<file path="config.mk">
export PLATFORM = sky130hd
export DESIGN_NAME = warp_barrier
export DESIGN_NICKNAME = d
export VERILOG_FILES = /design/src/rtl/warp_barrier.sv
export SDC_FILE = /design/constraint.sdc
export NUM_CORES = 1
export LEC_CHECK = 0
export BUFFER_PORTS_ARGS = -buffer_cell sky130_fd_sc_hd__buf_4
export CAP_MARGIN = 30
export CORE_AREA = 4 4 41 43
export CTS_CLUSTER_DIAMETER = 120
export DETAILED_ROUTE_END_ITERATION = 16
export DIE_AREA = 0 0 45 47
export GPL_TIMING_DRIVEN = 0
export PLACE_DENSITY = 0.88
export SYNTH_ARGS = -nofsm -noshare
export SYNTH_HDL_FRONTEND = slang
export SYNTH_SLANG_ARGS = --single-unit
</file>
<file path="constraint.sdc">
create_clock -name clk -period 2.4 [get_ports clk]
set_clock_uncertainty 0.15 [all_clocks]
set_input_delay 0.24 -clock clk [delete_from_list [all_inputs] [get_ports clk]]
set_output_delay 0.24 -clock clk [all_outputs]
set_load 0.02 [all_outputs]
</file>
<file path="src/rtl/warp_barrier.sv">
module warp_barrier #(
  parameter int NW = 8,
  parameter int WW = (NW > 1) ? $clog2(NW) : 1
) (
  input  logic          clk,
  input  logic          rst_n,
  input  logic [NW-1:0] part_mask,
  input  logic          arrive_vld,
  input  logic [WW-1:0] arrive_wid,
  output logic [NW-1:0] stall,
  output logic          release_pulse,
  output logic          dup_err
);

  logic [NW-1:0] arr_q;
  logic [NW-1:0] hit;
  logic          in_range;
  logic          full;
  logic          rel_q;
  logic          err_q;

  assign in_range = arrive_vld && (int'(arrive_wid) < NW);
  assign hit      = in_range ? (({{(NW-1){1'b0}}, 1'b1} << arrive_wid) & part_mask) : '0;
  assign full     = (|part_mask) && ((part_mask & ~arr_q) == '0);

  always_ff @(posedge clk) begin
    if (!rst_n) begin
      arr_q <= '0;
      rel_q <= 1'b0;
      err_q <= 1'b0;
    end else begin
      rel_q <= full;
      err_q <= !full && (|(hit & arr_q));
      arr_q <= full ? hit : (arr_q | hit);
    end
  end

  assign stall         = arr_q;
  assign release_pulse = rel_q;
  assign dup_err       = err_q;


  stall_rise_chk: assert property (@(posedge clk) disable iff (!rst_n)
    (|(stall & ~$past(stall))) |-> $past(arrive_vld));


  rel_when_all_chk: assert property (@(posedge clk) disable iff (!rst_n)
    $rose(release_pulse) |-> ($past(stall) == $past(part_mask)) && (|$past(part_mask)));


  rel_clears_chk: assert property (@(posedge clk) disable iff (!rst_n)
    (release_pulse && !$past(arrive_vld)) |-> (stall == '0));


  err_no_rel_chk: assert property (@(posedge clk) disable iff (!rst_n)
    dup_err |-> !release_pulse && $past(arrive_vld) && $stable(stall));

endmodule

</file>
==> results.ini <==
[drt]
antenna_left = 0
drtPass1Iterations = 4
wl_per_cell_um = 15.9
wirelength_mm = 1.74
route.detailed.drc = 0
vias = 659
via_per_inst = 6.05
drt_iter0_markers = 18

[clocking]
clkLatencyLatePin_ps = 260
clockRootBuffer = clkbuf_4
tritoncts = yes
h-tree-depth = 1
post_cts_resized = 0
cts-hold-fix-buffers = 0
cts_inserted_buffers = 3
cts_buffer_depth = 2
clk_pin_slew_worst_paths_ps = 80
clock_sinks = 10
postCtsSetupRepairBufs = 0

[logic_synthesis]
syn_inst = 68
yosysUniqueCellTypes = 27
synth_nets = 82
ys_top_cells_by_area = dfxtp_1, o31ai_1, a21boi_1
synth_warnings = 0
synth_area_leader_cell = dfxtp_1
synth_top_area_share_pct = 31.1
ys_seq_area_share_pct = 31.1
synth.cell_area_um2 = 643
ys_ff_latch = 10
avgSynthCellArea_um2 = 9.46

[place]
place.gp.congestion = 0.878
portBuffers = 22
place_inst = 105
dp_hpwl_mm = 1.27

[layout]
final_cell_mix = buf_4, dfxtp_1, o31ai_1
area_delta_synth_final_pct = 34.2
layout_commonest_cell = buf_4
final_cells = 109
antennaDiodeCount = 0
nets = 109
fill_cells = 113
final_util_pct = 66.3
drive_gt1_share_pct = 34.0

[job]
maxCapViolations = 0

[floorplanning]
coreArea_mm2 = 0.00130
dieArea_mm2 = 0.00212
die_x_um = 45
start_util_pct = 49.4
die_h_um = 47
rows = 13
io_pins = 24

[min_path]
hold_class = input pin to register

[timing]
finalHoldViolCount = 0
tightest_slew_ps = 414
min_period_over_period_pct = 69.1
setup_tns_ps = 0
rsz0062_at_grt = no
fin_crit_ps = 1660
slew_viol_final = 0
relSlewSlack_pct = 72.3
max_freq_mhz = 603
setup_viol = 0

[global_routing]
grt_pass1_vias = 634
grtUsageTotal_pct = 17.6
grt_max_degree = 11
grt_pass1_wl_mm = 2.70
antenna_found_initial = 0
grt-ovfl-total = 0

[worst_setup_path]
required_ps = 2390
cp_max_fo = 10
worst-endpoint-arrival_ps = 1650
worstSetupEndpointType = register
critPathLaunchType = register
critical_path_class = register to register

[pwr]
power_leakage_nw = 0.346
ir_drop_v = 0.000397
power_mw = 0.394
p_per_area_mw_per_mm2 = 457

[run_status]
status = finished clean

worst max-delay path, stage by stage (launching register included):
cell,delay [ps]
dfxtp_1,400
nor2b_1,70
a2111o_1,370
buf_2,200
o31ai_1,270
a21boi_1,90
cells in the mapped netlist:
library cell and count:
buf_2 1, nor2_1 1, a21boi_1 8, nand4_1 2
o31ai_1 9, nor4bb_1 1, a31oi_1 1, o21ai_0 2
nand2b_1 3, and4b_1 2, a2bb2oi_1 1, or4_4 2
and4_1 1, nand3_1 5, a311o_1 1, and2_0 1
nor2b_1 5, nor4b_2 1, o2111ai_4 1, nand3b_1 1
inv_1 2, nor2_8 1, clkbuf_1 2, a2111o_1 1
nand2_1 1, nand4b_1 2, dfxtp_1 10
cells by family (layout without fill, tap and decap cells):
logic type | after synthesis | after routing | share of synthesized area (%)
simple gates | 29 | 29 | 34.6
buf+inv | 5 | 31 | 3.11
compound gates | 24 | 24 | 31.1
flops | 10 | 10 | 31.1
layout make-up:
| class | count | area (um2) | area share (%) |
|---|---|---|---|
| multi-input cells | 53 | 423 | 49.0 |
| well taps | 15 | 18.8 | 2.17 |
| repair buffers | 22 | 165 | 19.1 |
| flip-flops and latches | 10 | 200 | 23.2 |
| inverters | 2 | 7.51 | 0.870 |
| clock buffers | 4 | 36.3 | 4.20 |
| plain buffers | 3 | 12.5 | 1.45 |
power breakdown:
part	leakage [nW]	switching, mW	total [mW]	internal (mW)
clock	0.0210	0.0631	0.155	0.0919
combinational	0.244	0.0357	0.0671	0.0314
sequential	0.0809	0.00312	0.172	0.169
total	0.346	0.102	0.394	0.292
metrics by stage:
step / worst slack [ps] / hold WS [ps] / instance area (um2)
2_1_floorplan: 760 / 219 / 643
3_3_place_gp: 764 / 325 / 827
3_5_place_dp: 712 / 332 / 827
4_1_cts: 746 / 115 / 863
5_1_grt: 646 / 123 / 863
6_report: 743 / 116 / 863
sequential cells by signal (all words and copies together), names as in the netlist:
name	count
dup_err	1
release_pulse	1
stall	8
metal layers:
| metal | global-route usage (%) | share of wire (%) | vias to the layer above |
|---|---|---|---|
| li1 | - | - | 323 |
| met1 | 22.0 | 46 | 308 |
| met2 | 28.5 | 46 | 26 |
| met3 | 5.75 | 7.5 | 2 |
| met4 | 5.85 | 0.92 | 0 |
| met5 | 0 | 0 | - |
final timing paths:
| path | from | endpoint | slack, ps | cells after the start |
|---|---|---|---|---|
| max reg2reg | stall[4]$_SDFF_PN0_ | stall[2]$_SDFF_PN0_ | 740 | 5 |
| max | stall[4]$_SDFF_PN0_ | stall[2]$_SDFF_PN0_ | 740 | 5 |
| min | part_mask[3] | stall[3]$_SDFF_PN0_ | 120 | 3 |
| min reg2reg | stall[7]$_SDFF_PN0_ | stall[7]$_SDFF_PN0_ | 340 | 2 |
No activity file was read; power rests on OpenSTA's default activity.
